File: src/rtl/vls_pkg.sv
package vls_pkg;

  typedef enum logic [1:0] {
    ST_IDLE = 2'd0,
    ST_RUN  = 2'd1,
    ST_DONE = 2'd2
  } seq_state_e;

  // Number of element-valid cycles for one instruction.
  function automatic int unsigned elem_count(input int unsigned vl,
                                             input int unsigned xlen,
                                             input logic        any_redir);
    if (!any_redir || vl == 0) return 1;
    if (vl > xlen) return xlen;
    return vl;
  endfunction

  // Index of the final element.
  function automatic int unsigned last_index(input int unsigned vl,
                                             input int unsigned xlen,
                                             input logic        any_redir);
    return elem_count(vl, xlen, any_redir) - 1;
  endfunction

endpackage

File: src/rtl/vls_ctrl.sv
module vls_ctrl
  import vls_pkg::*;
(
  input  logic clk,
  input  logic rst_n,
  input  logic start_i,
  input  logic last_hit_i,
  output logic accept_o,
  output logic run_o,
  output logic done_o
);

  seq_state_e state_q, state_d;

  assign accept_o = start_i && (state_q == ST_IDLE);

  always_comb begin
    state_d = state_q;
    unique case (state_q)
      ST_IDLE: if (start_i) state_d = ST_RUN;
      ST_RUN:  if (last_hit_i) state_d = ST_DONE;
      ST_DONE: state_d = ST_IDLE;
      default: state_d = ST_IDLE;
    endcase
  end

  always_ff @(posedge clk or negedge rst_n) begin
    if (!rst_n) state_q <= ST_IDLE;
    else        state_q <= state_d;
  end

  assign run_o  = (state_q == ST_RUN);
  assign done_o = (state_q == ST_DONE);


  done_pulse_chk: assert property (@(posedge clk) disable iff (!rst_n)
    done_o |=> (!done_o && !run_o));


  last_to_done_chk: assert property (@(posedge clk) disable iff (!rst_n)
    (run_o && last_hit_i) |=> done_o);


  busy_hold_chk: assert property (@(posedge clk) disable iff (!rst_n)
    (run_o && !last_hit_i) |=> run_o);

endmodule

File: src/rtl/vls_count.sv
module vls_count
  import vls_pkg::*;
#(
  parameter int XLEN  = 16,
  parameter int VL_W  = 8,
  parameter int OFF_W = $clog2(XLEN)
) (
  input  logic             clk,
  input  logic             rst_n,
  input  logic             accept_i,
  input  logic             run_i,
  input  logic [VL_W-1:0]  vlen_i,
  input  logic             any_redir_i,
  output logic [OFF_W-1:0] off_o,
  output logic             last_hit_o
);

  logic [OFF_W-1:0] off_q, last_q;
  logic [OFF_W-1:0] last_d;

  assign last_d = OFF_W'(last_index(32'(vlen_i), XLEN, any_redir_i));

  always_ff @(posedge clk or negedge rst_n) begin
    if (!rst_n) begin
      off_q  <= '0;
      last_q <= '0;
    end else if (accept_i) begin
      off_q  <= '0;
      last_q <= last_d;
    end else if (run_i && !last_hit_o) begin
      off_q  <= off_q + 1'b1;
    end
  end

  assign off_o      = off_q;
  assign last_hit_o = (off_q == last_q);


  off_step_chk: assert property (@(posedge clk) disable iff (!rst_n)
    (run_i && !last_hit_o) |=> (off_o == OFF_W'($past(off_o) + 1'b1)));


  off_keep_chk: assert property (@(posedge clk) disable iff (!rst_n)
    (!run_i && !accept_i) |=> $stable(off_o));

endmodule

File: src/rtl/vls_opmask.sv
module vls_opmask #(
  parameter int NOPS = 3
) (
  input  logic            clk,
  input  logic            rst_n,
  input  logic            accept_i,
  input  logic [NOPS-1:0] redir_i,
  input  logic [NOPS-1:0] vec_i,
  output logic            any_redir_o,
  output logic [NOPS-1:0] mask_o
);

  logic [NOPS-1:0] mask_q;

  for (genvar k = 0; k < NOPS; k++) begin : g_op
    always_ff @(posedge clk or negedge rst_n) begin
      if (!rst_n)        mask_q[k] <= 1'b0;
      else if (accept_i) mask_q[k] <= redir_i[k] & vec_i[k];
    end
  end

  assign any_redir_o = |redir_i;
  assign mask_o      = mask_q;


  mask_hold_chk: assert property (@(posedge clk) disable iff (!rst_n)
    !accept_i |=> $stable(mask_o));

endmodule

File: src/rtl/vec_loop_seq.sv
module vec_loop_seq #(
  parameter int XLEN  = 16,
  parameter int VL_W  = 8,
  parameter int NOPS  = 3,
  localparam int OFF_W = $clog2(XLEN)
) (
  input  logic             clk,
  input  logic             rst_n,
  input  logic             start_i,
  input  logic [VL_W-1:0]  vlen_i,
  input  logic [NOPS-1:0]  op_redir_i,
  input  logic [NOPS-1:0]  op_vec_i,
  output logic [OFF_W-1:0] elem_off_o,
  output logic             elem_vld_o,
  output logic [NOPS-1:0]  op_step_o,
  output logic             done_o
);

  logic             accept_w;
  logic             run_w;
  logic             last_hit_w;
  logic             any_redir_w;
  logic [OFF_W-1:0] off_w;
  logic [NOPS-1:0]  mask_w;

  vls_ctrl u_ctrl (
    .clk        (clk),
    .rst_n      (rst_n),
    .start_i    (start_i),
    .last_hit_i (last_hit_w),
    .accept_o   (accept_w),
    .run_o      (run_w),
    .done_o     (done_o)
  );

  vls_opmask #(.NOPS(NOPS)) u_mask (
    .clk         (clk),
    .rst_n       (rst_n),
    .accept_i    (accept_w),
    .redir_i     (op_redir_i),
    .vec_i       (op_vec_i),
    .any_redir_o (any_redir_w),
    .mask_o      (mask_w)
  );

  vls_count #(.XLEN(XLEN), .VL_W(VL_W), .OFF_W(OFF_W)) u_cnt (
    .clk         (clk),
    .rst_n       (rst_n),
    .accept_i    (accept_w),
    .run_i       (run_w),
    .vlen_i      (vlen_i),
    .any_redir_i (any_redir_w),
    .off_o       (off_w),
    .last_hit_o  (last_hit_w)
  );

  assign elem_vld_o = run_w;
  assign elem_off_o = run_w ? off_w : '0;
  assign op_step_o  = run_w ? mask_w : '0;


  first_off_chk: assert property (@(posedge clk) disable iff (!rst_n)
    $rose(elem_vld_o) |-> (elem_off_o == '0));


  scalar_once_chk: assert property (@(posedge clk) disable iff (!rst_n)
    (accept_w && (vlen_i == '0 || op_redir_i == '0)) |=> (elem_vld_o && last_hit_w));


  vld_done_excl_chk: assert property (@(posedge clk) disable iff (!rst_n)
    !(elem_vld_o && done_o));


  step_idle_chk: assert property (@(posedge clk) disable iff (!rst_n)
    !elem_vld_o |-> (op_step_o == '0));

endmodule

File: config.mk
export PLATFORM = sky130hd
export DESIGN_NAME = vec_loop_seq
export DESIGN_NICKNAME = d
export VERILOG_FILES = /design/src/rtl/vls_pkg.sv /design/src/rtl/vls_ctrl.sv /design/src/rtl/vls_count.sv /design/src/rtl/vls_opmask.sv /design/src/rtl/vec_loop_seq.sv
export SDC_FILE = /design/constraint.sdc
export NUM_CORES = 1
export LEC_CHECK = 0
export BUFFER_PORTS_ARGS = -buffer_cell sky130_fd_sc_hd__buf_2
export CORE_AREA = 2 2 41 43
export DETAILED_ROUTE_END_ITERATION = 6
export DIE_AREA = 0 0 43 45
export GPL_TIMING_DRIVEN = 0
export PLACE_DENSITY = 0.89
export SYNTH_ARGS = -nofsm -noshare
export SYNTH_HDL_FRONTEND = slang
export SYNTH_SLANG_ARGS = --single-unit
File: constraint.sdc
create_clock -name clk -period 2.2 [get_ports clk]
set_clock_uncertainty 0.2 [all_clocks]
set_input_delay 0.22 -clock clk [delete_from_list [all_inputs] [get_ports clk]]
set_output_delay 0.22 -clock clk [all_outputs]
set_load 0.05 [all_outputs]
# Word level (Yosys, flattened, before mapping)
# Cells that the tools add are included.
[word_totals] ff_bits=13 latchBits=0 ramBits=0 romBits=0 in_bits=17 out_inout_bits=9 word_cells=41 n_memories=0
[op_classes] n_addsub=2 multipliers=0 n_div=0 n_lt_le_gt_ge=1 eq_ne=5 n_shift=0 mux=14 bitwise_logic=3 reduce_logical=10
[op_table] operator="2-to-1 mux 4 bit" count=5
[op_table] operator="> comparator 8 x 5 -> 1 bit (second input constant)" count=1
[op_table] operator="zero test 8 bit" count=1
[op_table] operator="2-to-1 mux 1 bit" count=5
[op_table] operator="adder 4 x 1 -> 4 bit (second input constant)" count=1
[op_table] operator="== test 4 bit" count=1
[op_table] operator="2-to-1 mux 2 bit" count=2
[op_table] operator="one-hot mux 2 bit (2 select lines)" count=1
[op_table] operator="subtractor 4 x 1 -> 4 bit (second input constant)" count=1
[op_table] operator="bitwise AND 1 bit" count=3
[op_table] operator="2-to-1 mux 3 bit" count=1
[op_table] operator="OR reduction 3 bit" count=1
[op_table] operator="== test 2 x 1 -> 1 bit (second input constant)" count=1
[op_table] operator="== test 2 bit (second input constant)" count=1
[op_table] operator="logical AND 1 bit" count=2
[op_table] operator="zero test 1 bit" count=2
[op_table] operator="zero test 2 bit" count=1
[op_table] operator="!= test 2 x 1 -> 1 bit (second input constant)" count=1
[op_table] operator="!= test 2 bit (second input constant)" count=1
[op_table] operator="AND reduction 2 bit" count=1
[op_table] operator="nonzero test 2 bit" count=1
[op_table] operator="logical OR 1 bit" count=1

# Longest topological paths before layout
# Gate-level depths: netlist of run 1.
[logic_depth] ltp_word=8 depth_mapped=6

# Hierarchy
# A second synthesis of run 1 with hierarchy kept.
[unflattened] cells_unflattened=75 hier_area_um2=754.5
[by_module_without_submodules] module="vls_count" n_inst=1 cells_per_inst=46 area_per_inst_um2=486.7
[by_module_without_submodules] module="vls_opmask" n_inst=1 cells_per_inst=13 area_per_inst_um2=122.6
[by_module_without_submodules] module="vls_ctrl" n_inst=1 cells_per_inst=9 area_per_inst_um2=101.3
[by_module_without_submodules] module="vec_loop_seq" n_inst=1 cells_per_inst=7 area_per_inst_um2=43.8

# Worst setup path before layout of run 1
# No wires, ideal clock.
[synth_timing] path_kind="flip-flop to output port" from="reg u_ctrl.state_q[1]" to="out elem_off_o[1]" t_arrival_ns=1.520 setup_slack_ns=0.260 path_stages_with_launch=4 path_buffers=0 path_cell_list="dfrtp_1 -> or2b_1 -> inv_1 -> and2_1"
[synth_via] elab_chain_cells=2
[synth_lines] element="start: declaration" line="vls_ctrl.sv:13" text="seq_state_e state_q, state_d;"
[synth_lines] element="start signal: assignment" line="vls_ctrl.sv:29" text="else state_q <= state_d;"
[synth_lines] element="== test 2 x 1 -> 1 bit" line="vls_ctrl.sv:32" text="assign run_o = (state_q == ST_RUN);"
[synth_lines] element="named net elem_vld_o" line="vec_loop_seq.sv:14" text="output logic elem_vld_o,"
[synth_lines] element="2-to-1 mux 4 bit" line="vec_loop_seq.sv:58" text="assign elem_off_o = run_w ? off_w : '0;"
[synth_lines] element="end: declaration" line="vec_loop_seq.sv:13" text="output logic [OFF_W-1:0] elem_off_o,"
# The timed path passes the listed nets, and every way through them passes these cells.

# Worst setup path after layout of run 1
[layout_timing] from="reg u_ctrl.state_q[1]" to="out elem_off_o[0]"
[layout_via] elab_chain_cells=2
[layout_lines] element="== test 2 x 1 -> 1 bit" line="vls_ctrl.sv:32"
[layout_lines] element="2-to-1 mux 4 bit" line="vec_loop_seq.sv:58"
# Every way passes these cells.

==> flow_summary_export.csv, run 1 <==
group,metric,value,unit
critical_path,cp.arrival,1.52,ns
critical_path,cpPeakStageDelay,0.38,ns
place,port_buffers,25,
finish,area_growth,26.9,%
sta,rsz0062_at_grt,"false",
detailed_routing,drt_first_pass_iters,5,
sta,fmax,516,MHz
min_path,hold-path-cell-count,3,
detailed_routing,postRouteAntennaNets,0,
power,ir_worst_vdd,0.000713,V
floorplan,die_h,45,µm
detailed_routing,wl_per_cell,12.0,µm
yosys,synth_compound_area_share,9.68,%
finish,nNetsFinal,126,
floorplan,start_util,48.3,%
clocking,cts_hold_buf,2,
yosys,synth_top_area_cell,"dfrtp_1",
sta,period_share,88.0,%
clocking,cts_tree,"built",
finish,final_cell_mix,"25 x buf_2, 18 x nand2_1, 13 x dfrtp_1, 8 x o21ai_0, 7 x and2_1",
grt,antenna_found_initial,0,
detailed_routing,routed_wirelength,1460,µm
clocking,cts_sinks,13,
power,p_per_area,1540,nW/µm²
place,pre_cts_slack,0.469,ns
yosys,syn-instance-count,75,
detailed_routing,drt-vias-per-instance,5.29,
critical_path,crit_required,1.78,ns
place,hpwl,1160,µm
yosys,synth.area.mux_share,4.40,%
place,gp_congestion,0.755,
finish,final_util,61.3,%
yosys,synth_area,711,µm²
yosys,synth-xor-area-share,6.16,%
clocking,h-tree-depth,1,
sta,hold_viol,0,
yosys,synth_nets,94,
finish,final_common_cell,"buf_2",
floorplan,io_pins,26,
finish,multi_input_area,378,µm²
grt,grt_start_max_net_pins,14,
critical_path,crit_cells,4,
critical_path,cpLargestDelayFamily,"simple AND/OR/NAND/NOR gates",
yosys,ys_warn_count,0,
floorplan,num_rows,14,
clocking,insertion_delay,0.26,ns
grt,grt.overflow.total,0,
critical_path,critPathCaptureType,"output port",
yosys,synth.distinct_cells,25,
sta,fin_tns_setup,0,ns
critical_path,critPathBufInv,2,
yosys,synth_fa_ha_area_share,3.52,%
finish,nFillCells,144,
detailed_routing,drtIter0Drc,14,
power,leakagePower,0.000449,µW
sta,slew_violations,0,
sta,period_needed,1.94,ns
yosys,synth_top_area_share,45.8,%
grt,grt_usage,17.4,%
finish,num_antenna_cells,0,
status,status,"complete, no violations",
critical_path,cp_max_fo,9,
detailed_routing,drc,0,
sta,worstMarginPinSlew,0.349,ns
finish,drive_above_1_share,31.1,%
min_path,hp-class,"in2reg",
grt,grt_pass1_vias,590,
sta,slew_headroom,76.8,%
yosys,synth_simple_gate_area_share,29.4,%
critical_path,crit_chain,"or2b_1 > inv_1 > and2_2 > buf_2",
yosys,synth-seq-cells,13,
critical_path,crit_path_top_delay_cell,"dfrtp_1",
critical_path,ff2ff_path_depth,4,
floorplan,die_area,1940,µm²
detailed_routing,vias,645,
critical_path,critPathKind,"reg2out",
clocking,cts_resized,0,
yosys,yosysSeqAreaShare,45.8,%
sta,setup_slack,0.263,ns
finish,regArea,325,µm²
yosys,synth_top_family_by_area,"simple AND/OR/NAND/NOR gates",
grt,grt_first_pass_wirelength,2380,µm
clocking,cts_buffer_depth,2,
critical_path,startpoint_type,"flop",
sta,hold_ws,0.00976,ns
floorplan,dieWidth,43,µm
clocking,postCtsSetupBuffers,0,
yosys,synthTopCellsByArea,"dfrtp_1 46%, nand2_1 9.5%, and2_1 6.2%",
power,finalPower,1390,µW
floorplan,core_area,1470,µm²
yosys,avgSynthCellArea,9.48,µm²
sta,finalSetupViolCount,0,
clocking,cts_root_buf,"clkbuf_4",
clocking,clk_pin_slew_worst_paths,0.07,ns
job,drv_cap,0,
clocking,numCtsBuffers,3,
## worst min-delay path, cell delays in order
cell,delay (ns)
buf_2,0.10
nand2_1,0.05
o21ai_0,0.06
## report_power, final
part | internal, µW | switching, µW | leakage, µW
logic | 253 | 533 | 0.000275
registers | 355 | 105 | 0.000159
clock network | 70.1 | 70.4 | 0.0000150
total | 678 | 708 | 0.000449
## path summary, 6_finish.rpt
kind | start | end | slack (ns)
worst max-delay path | u_ctrl.state_q[1] | elem_off_o[0] | 0.26
min in group asynchronous | rst_n | u_ctrl.state_q[0] | 0.16
worst min register to register | u_mask.mask_o[1] | u_mask.mask_o[1] | 0.28
worst max register to register | u_cnt.off_o[0] | u_cnt.off_o[3] | 0.66
max in group asynchronous | rst_n | u_cnt.off_o[1] | 1.41
worst min-delay path | op_redir_i[0] | u_mask.mask_o[0] | 0.01
## metal layers
metal	part of all wire (%)	routed length, µm	vias up	track usage [%]
met3	6.4	93	2	3.60
met4	0.82	12	0	7.27
li1	-	-	316	-
met2	53	774	27	32.7
met1	40	577	300	19.0
met5	0	0	-	0
## through the flow
step	instance area [µm²]	instances
2_1_floorplan	711	75
3_3_place_gp	856	116
3_5_place_dp	856	116
4_1_cts	902	122
5_1_grt	902	122
6_report	902	122
## layout make-up
cell class | count | share of cell area (%)
Multi-Input combinational cell | 60 | 41.9
Sequential cell | 13 | 36.1
Buffer | 1 | 0.416
Timing Repair Buffer | 27 | 16.1
Inverter | 1 | 0.416
Clock buffer | 4 | 2.91
Tap cell | 16 | 2.22
## Yosys cell counts, drive strengths merged
library cell and n:
o31ai 1, dfrtp 13, nor2b 1, nor4 1, clkbuf 1, nand4 2
mux2i 2, o21ai 9, a41oi 1, or2b 1, mux2 1, nor3 1
inv 1, ha 2, or3 1, xnor2 4, nand2 19, and2 8
nand3 2, nand3b 1, nor2 2, xor2 1
## sequential cells by signal, summed over array words and instances, names as in the netlist
signal,count
u_cnt.off_o,4
u_cnt.last_q,4
u_mask.mask_o,3
u_ctrl.state_q,2
## cells by family after synthesis
family | after synthesis
AO/OA/AOI/OAI | 11
XOR/XNOR | 5
adder cells (fa/ha/maj) | 2
buffers and inverters | 2
flip-flops | 13
multiplexers | 3
AND/OR/NAND/NOR | 39
Power figures use the tool's default switching activity.
==> inputs of run 2 (changes only) <==
--- a/config.mk
+++ b/config.mk
@@ -6,11 +6,12 @@
 export NUM_CORES = 1
 export LEC_CHECK = 0
 export BUFFER_PORTS_ARGS = -buffer_cell sky130_fd_sc_hd__buf_2
-export CORE_AREA = 2 2 41 43
+export CORE_AREA = 2 2 42 44
 export DETAILED_ROUTE_END_ITERATION = 6
-export DIE_AREA = 0 0 43 45
+export DIE_AREA = 0 0 44 46
 export GPL_TIMING_DRIVEN = 0
 export PLACE_DENSITY = 0.89
 export SYNTH_ARGS = -nofsm -noshare
 export SYNTH_HDL_FRONTEND = slang
+export SYNTH_HIERARCHICAL = 1
 export SYNTH_SLANG_ARGS = --single-unit
==> flow_summary_export.csv, run 2 <==
group,metric,value,unit
status,status,"complete, no violations",
sta,hold_viol,0,
finish,nFillCells,141,
detailed_routing,vias,673,
detailed_routing,drt_first_pass_iters,6,
critical_path,cp.arrival,1.90,ns
sta,slew_headroom,69.4,%
min_path,hold_end,"u_ctrl/state_q[0]",
sta,finalSetupViolCount,0,
detailed_routing,wl_per_cell,13.3,µm
detailed_routing,route.layer.met1.wl,596,µm
yosys,ys_top_cells_by_count,"13 x dfrtp_1, 9 x and2_1, 7 x nand3_1, 7 x o21ai_0, 6 x inv_1",
yosys,synth_top_area_share,43.1,%
yosys,synth_area,754,µm²
grt,grt_start_max_net_pins,14,
floorplan,die_area,2020,µm²
yosys,synth_top_area_cell,"dfrtp_1",
power,leakagePower,0.000464,µW
critical_path,startpoint_type,"flop",
floorplan,die_h,46,µm
yosys,synthArstFlopShare,100,%
grt,antenna_found_initial,0,
yosys,synth.distinct_cells,24,
sta,slew_violations,0,
critical_path,r2r_slack,0.27,ns
detailed_routing,routed_wirelength,1680,µm
power,intPower,685,µW
yosys,synth.most_common_cell,"dfrtp_1",
finish,drive_above_1_share,32.1,%
power,combinationalPowerShare,57.2,%
yosys,ys.flop_type,"dfrtp_1",
place,gp_congestion,0.710,
yosys,synthTopCellsByArea,"dfrtp_1 43%, and2_1 7.5%, nand3_1 4.6%",
power,pwr-share-seq,32.2,%
sta,worstMarginPinSlew,0.457,ns
finish,final_common_cell,"buf_2",
sta,fmax,519,MHz
min_path,hold_start,"start_i",
sta,period_share,87.5,%
sta,rsz0062_at_grt,"false",
yosys,synth_edf_count,0,
yosys,avgSynthCellArea,10.1,µm²
floorplan,io_pins,26,
power,p_clk_share,10.5,%
clocking,h-tree-depth,1,
power,p_per_area,1430,nW/µm²
clocking,cts_tree,"built",
detailed_routing,postRouteAntennaNets,0,
finish,nNetsFinal,129,
clocking,numCtsBuffers,3,
min_path,hold-path-cell-count,3,
critical_path,crit_required,2.17,ns
detailed_routing,dr_wl_met2,926,µm
detailed_routing,dr_wl_met3,71,µm
clocking,cts_root_buf,"clkbuf_4",
job,drv_cap,0,
finish,num_antenna_cells,0,
critical_path,critPathCaptureType,"flop",
place,hpwl,1250,µm
yosys,synth_nets,94,
clocking,postCtsSetupBuffers,0,
power,p_switching,720,µW
critical_path,cp_max_fo,10,
grt,grt_usage,19.4,%
critical_path,ff2ff_path_depth,3,
yosys,syn-instance-count,75,
detailed_routing,drt-vias-per-instance,5.34,
power,swShare,51.3,%
finish,area_growth,30.2,%
finish,final_cell_mix,"25 x buf_2, 13 x dfrtp_1, 9 x and2_1, 7 x nand3_1, 7 x o21ai_0",
grt,grt.overflow.total,0,
min_path,hp-class,"in2reg",
grt,grt_first_pass_wirelength,2730,µm
clocking,insertion_delay,0.28,ns
detailed_routing,top_layer_used,"met4",
sta,period_needed,1.93,ns
place,port_buffers,25,
floorplan,core_area,1610,µm²
critical_path,r2r_start,"u_ctrl/state_q[1]",
sta,hold_ws,0.0128,ns
finish,final_util,60.9,%
grt,grt_pass1_vias,662,
floorplan,start_util,46.7,%
floorplan,num_rows,15,
critical_path,critPathKind,"reg2reg",
yosys,ys_warn_count,6,
yosys,yosysSeqAreaShare,43.1,%
critical_path,reg2reg_to,"u_cnt/last_q[0]",
clocking,cts_buffer_depth,2,
yosys,synth-seq-cells,13,
sta,fin_tns_setup,0,ns
floorplan,dieWidth,44,µm
clocking,clk_pin_slew_worst_paths,0.08,ns
detailed_routing,drtIter0Drc,6,
detailed_routing,drc,0,
clocking,cts_sinks,13,
power,ir_worst_vdd,0.000559,V
## run 2: cell types whose count changed in the layout (fill, tap and decap cells not counted), sizes merged, moves of 2 or more
cell | previous run | this run
nand2 | 19 | 1
inv | 1 | 6
nand3 | 2 | 7
xor2 | 1 | 6
a21oi | 0 | 4
xnor2 | 4 | 0
dlygate4sd3 | 2 | 5
nand2b | 0 | 2
nand4 | 2 | 0
o21ai | 9 | 7
or3 | 1 | 3
## run 2: cell type report
class	count	area (µm²)	share of cell area (%)
Inverter	6	22.5	2.29
Sequential cell	13	325	33.1
Tap cell	17	21.3	2.17
Multi-Input combinational cell	55	408	41.5
Timing Repair Buffer	30	175	17.8
Buffer	1	3.75	0.382
Clock buffer	4	26.3	2.68
## run 2: how the worst max path moves through the flow
stage	startpoint	endpoint	slack (ns)	depth (start not counted)
2_1_floorplan	u_ctrl/state_q[1]	u_cnt/last_q[0]	0.33	3
3_3_place_gp	u_ctrl/state_q[1]	u_cnt/last_q[0]	0.12	3
3_5_place_dp	u_ctrl/state_q[1]	u_cnt/last_q[0]	0.04	3
4_1_cts	u_ctrl/state_q[1]	u_cnt/last_q[0]	0.04	3
5_1_grt	u_ctrl/state_q[1]	u_cnt/last_q[0]	0.15	3
6_report	u_ctrl/state_q[1]	u_cnt/last_q[0]	0.27	3
## run 2: power by group through the flow
stage	sequential [µW]	clock [µW]	combinational (µW)
after global placement	447	0	759
final	453	148	804
after detailed placement	457	0	796
after CTS	452	154	804
after floorplan	431	0	643
after global routing	469	164	881
## run 2: repair_timing
action                                 in CTS  in global routing
hold buffers                                5                  0
endpoints found under the hold margin      16                  0
resized for setup                           0                  1
setup endpoints to repair                   0                  2
## run 2: critical path, stage by stage, from the launching register on
cell      delay [ns]
dfrtp_1         0.44
nor3b_2         0.39
clkbuf_1        0.40
mux2_2          0.38
## run 2: logic make-up after synthesis
family / count (synthesis) / synth area share [%]
DFF: 13 / 43.1
xor gates and xnor gates: 6 / 8.95
AOI/OAI and AO/OA: 13 / 11.9
muxes: 3 / 4.15
and+or+nand+nor: 31 / 25.0
buffers and inverters: 7 / 3.48
adders and majority gates: 2 / 3.32
## run 2: metrics by stage
stage | power, µW | instances | worst slack (ns) | area [µm²]
floorplan | 1070 | 75 | 0.334 | 754
global placement | 1210 | 117 | 0.116 | 901
detailed placement | 1250 | 117 | 0.0364 | 901
CTS | 1410 | 126 | 0.0393 | 977
global route | 1510 | 126 | 0.149 | 982
finish | 1400 | 126 | 0.274 | 982
## run 2: per-layer routing
| layer | vias to the layer above | track usage (%) |
|---|---|---|
| li1 | 322 | - |
| met1 | 317 | 20.1 |
| met2 | 25 | 33.8 |
| met3 | 9 | 2.78 |
| met4 | 0 | 17.6 |
| met5 | - | 0 |
==> inputs of run 3 (changes only) <==
--- a/config.mk
+++ b/config.mk
@@ -6,10 +6,13 @@
 export NUM_CORES = 1
 export LEC_CHECK = 0
 export BUFFER_PORTS_ARGS = -buffer_cell sky130_fd_sc_hd__buf_2
+export CAP_MARGIN = 20
 export CORE_AREA = 2 2 42 44
+export CTS_CLUSTER_SIZE = 30
 export DETAILED_ROUTE_END_ITERATION = 6
 export DIE_AREA = 0 0 44 46
 export GPL_TIMING_DRIVEN = 0
+export MAX_ROUTING_LAYER = met4
 export PLACE_DENSITY = 0.89
 export SYNTH_ARGS = -nofsm -noshare
 export SYNTH_HDL_FRONTEND = slang
==> flow_summary_export.csv, run 3 (synthesis results as in run 2) <==
group,metric,value,unit
status,status,"complete, no violations",
finish,final_cell_mix,"25 x buf_2, 13 x dfrtp_1, 9 x and2_1, 7 x nand3_1, 7 x o21ai_0",
finish,area_growth,30.2,%
finish,nFillCells,141,
grt,grt_usage,20.0,%
detailed_routing,vias,687,
sta,setup_slack,0.275,ns
sta,hold_ws,0.0142,ns
sta,worstMarginPinSlew,0.457,ns
grt,grt_start_max_net_pins,14,
sta,period_share,87.5,%
finish,final_util,60.9,%
critical_path,startpoint_type,"flop",
sta,slew_violations,0,
critical_path,r2r_slack,0.27,ns
job,drv_cap,0,
detailed_routing,dr_wl_met3,79,µm
clocking,cts_buffer_depth,2,
critical_path,critPathCaptureType,"flop",
place,port_buffers,25,
floorplan,io_pins,26,
grt,grt.overflow.total,0,
clocking,clk_pin_slew_worst_paths,0.08,ns
clocking,cts_root_buf,"clkbuf_4",
finish,final_common_cell,"buf_2",
clocking,cts_sinks,13,
floorplan,start_util,46.7,%
floorplan,die_area,2020,µm²
power,p_per_area,1430,nW/µm²
critical_path,cp_max_fo,10,
detailed_routing,drt_first_pass_iters,4,
sta,finalSetupViolCount,0,
floorplan,core_area,1610,µm²
critical_path,ff2ff_path_depth,3,
place,gp_congestion,0.718,
detailed_routing,drtIter0Drc,6,
sta,hold_viol,0,
detailed_routing,dr_wl_met2,943,µm
finish,num_antenna_cells,0,
grt,grt_first_pass_wirelength,2730,µm
min_path,hold_start,"start_i",
critical_path,crit_required,2.17,ns
critical_path,reg2reg_to,"u_cnt/last_q[0]",
power,finalPower,1400,µW
sta,slew_headroom,69.4,%
floorplan,die_h,46,µm
power,ir_worst_vdd,0.000559,V
detailed_routing,route.layer.met1.wl,591,µm
min_path,hp-class,"in2reg",
critical_path,critPathKind,"reg2reg",
place,hpwl,1250,µm
detailed_routing,routed_wirelength,1690,µm
detailed_routing,top_layer_used,"met4",
sta,period_needed,1.93,ns
detailed_routing,postRouteAntennaNets,0,
clocking,insertion_delay,0.28,ns
critical_path,r2r_start,"u_ctrl/state_q[1]",
sta,fin_tns_setup,0,ns
sta,fmax,519,MHz
clocking,h-tree-depth,1,
min_path,hold_end,"u_ctrl/state_q[0]",
clocking,numCtsBuffers,3,
place,pre_cts_slack,0.0364,ns
detailed_routing,drc,0,
grt,antenna_found_initial,0,
min_path,hold-path-cell-count,3,
sta,rsz0062_at_grt,"false",
floorplan,dieWidth,44,µm
finish,nNetsFinal,129,
finish,drive_above_1_share,32.1,%
detailed_routing,drt-vias-per-instance,5.45,
power,leakagePower,0.000464,µW
finish,regArea,325,µm²
floorplan,num_rows,15,
detailed_routing,wl_per_cell,13.4,µm
clocking,cts_tree,"built",
critical_path,cp.arrival,1.89,ns
grt,grt_pass1_vias,661,
finish,multi_input_area,408,µm²
[run 3: cell counts in the layout (fill, tap and decap cells not counted)]
Identical to the previous run, type by type.
[run 3: final cells by class]
type	instances	area share, %
multi-input cells	55	41.5
flip-flops and latches	13	33.1
repair buffers	30	17.8
clock buffers	4	2.68
inverters	6	2.29
well taps	17	2.17
plain buffers	1	0.382
[run 3: repair_timing]
action,in CTS,in global routing
setup buffers,0,0
endpoints found under the setup margin,0,2
resized for setup,0,1
hold buffers,5,0
hold endpoints to repair,16,0
[run 3: critical path: stages, from the launching register on]
cell and delay, ns:
dfrtp_1 0.44, nor3b_2 0.39, clkbuf_1 0.40, mux2_2 0.38
[run 3: through the flow]
stage,std cells,area (µm²)
CTS,126,977
finish,126,982
global placement,117,901
global route,126,982
floorplan,75,754
detailed placement,117,901
[run 3: where the power goes]
group / switching, µW / internal (µW)
Sequential: 108 / 345
Combinational: 535 / 269
Clock: 76.7 / 70.4
[run 3: how the worst max path moves through the flow]
stage / from / end / slack, ns / cells past startpoint
2_1_floorplan: u_ctrl/state_q[1] / u_cnt/last_q[0] / 0.33 / 3
3_3_place_gp: u_ctrl/state_q[1] / u_cnt/last_q[0] / 0.12 / 3
3_5_place_dp: u_ctrl/state_q[1] / u_cnt/last_q[0] / 0.04 / 3
4_1_cts: u_ctrl/state_q[1] / u_cnt/last_q[0] / 0.04 / 3
5_1_grt: u_ctrl/state_q[1] / u_cnt/last_q[0] / 0.15 / 3
6_report: u_ctrl/state_q[1] / u_cnt/last_q[0] / 0.27 / 3
[run 3: per-layer routing]
metal	up-vias	global-route usage [%]
met5	-	-
met4	0	17.6
met3	8	2.78
met2	30	33.8
met1	328	20.1
li1	321	-
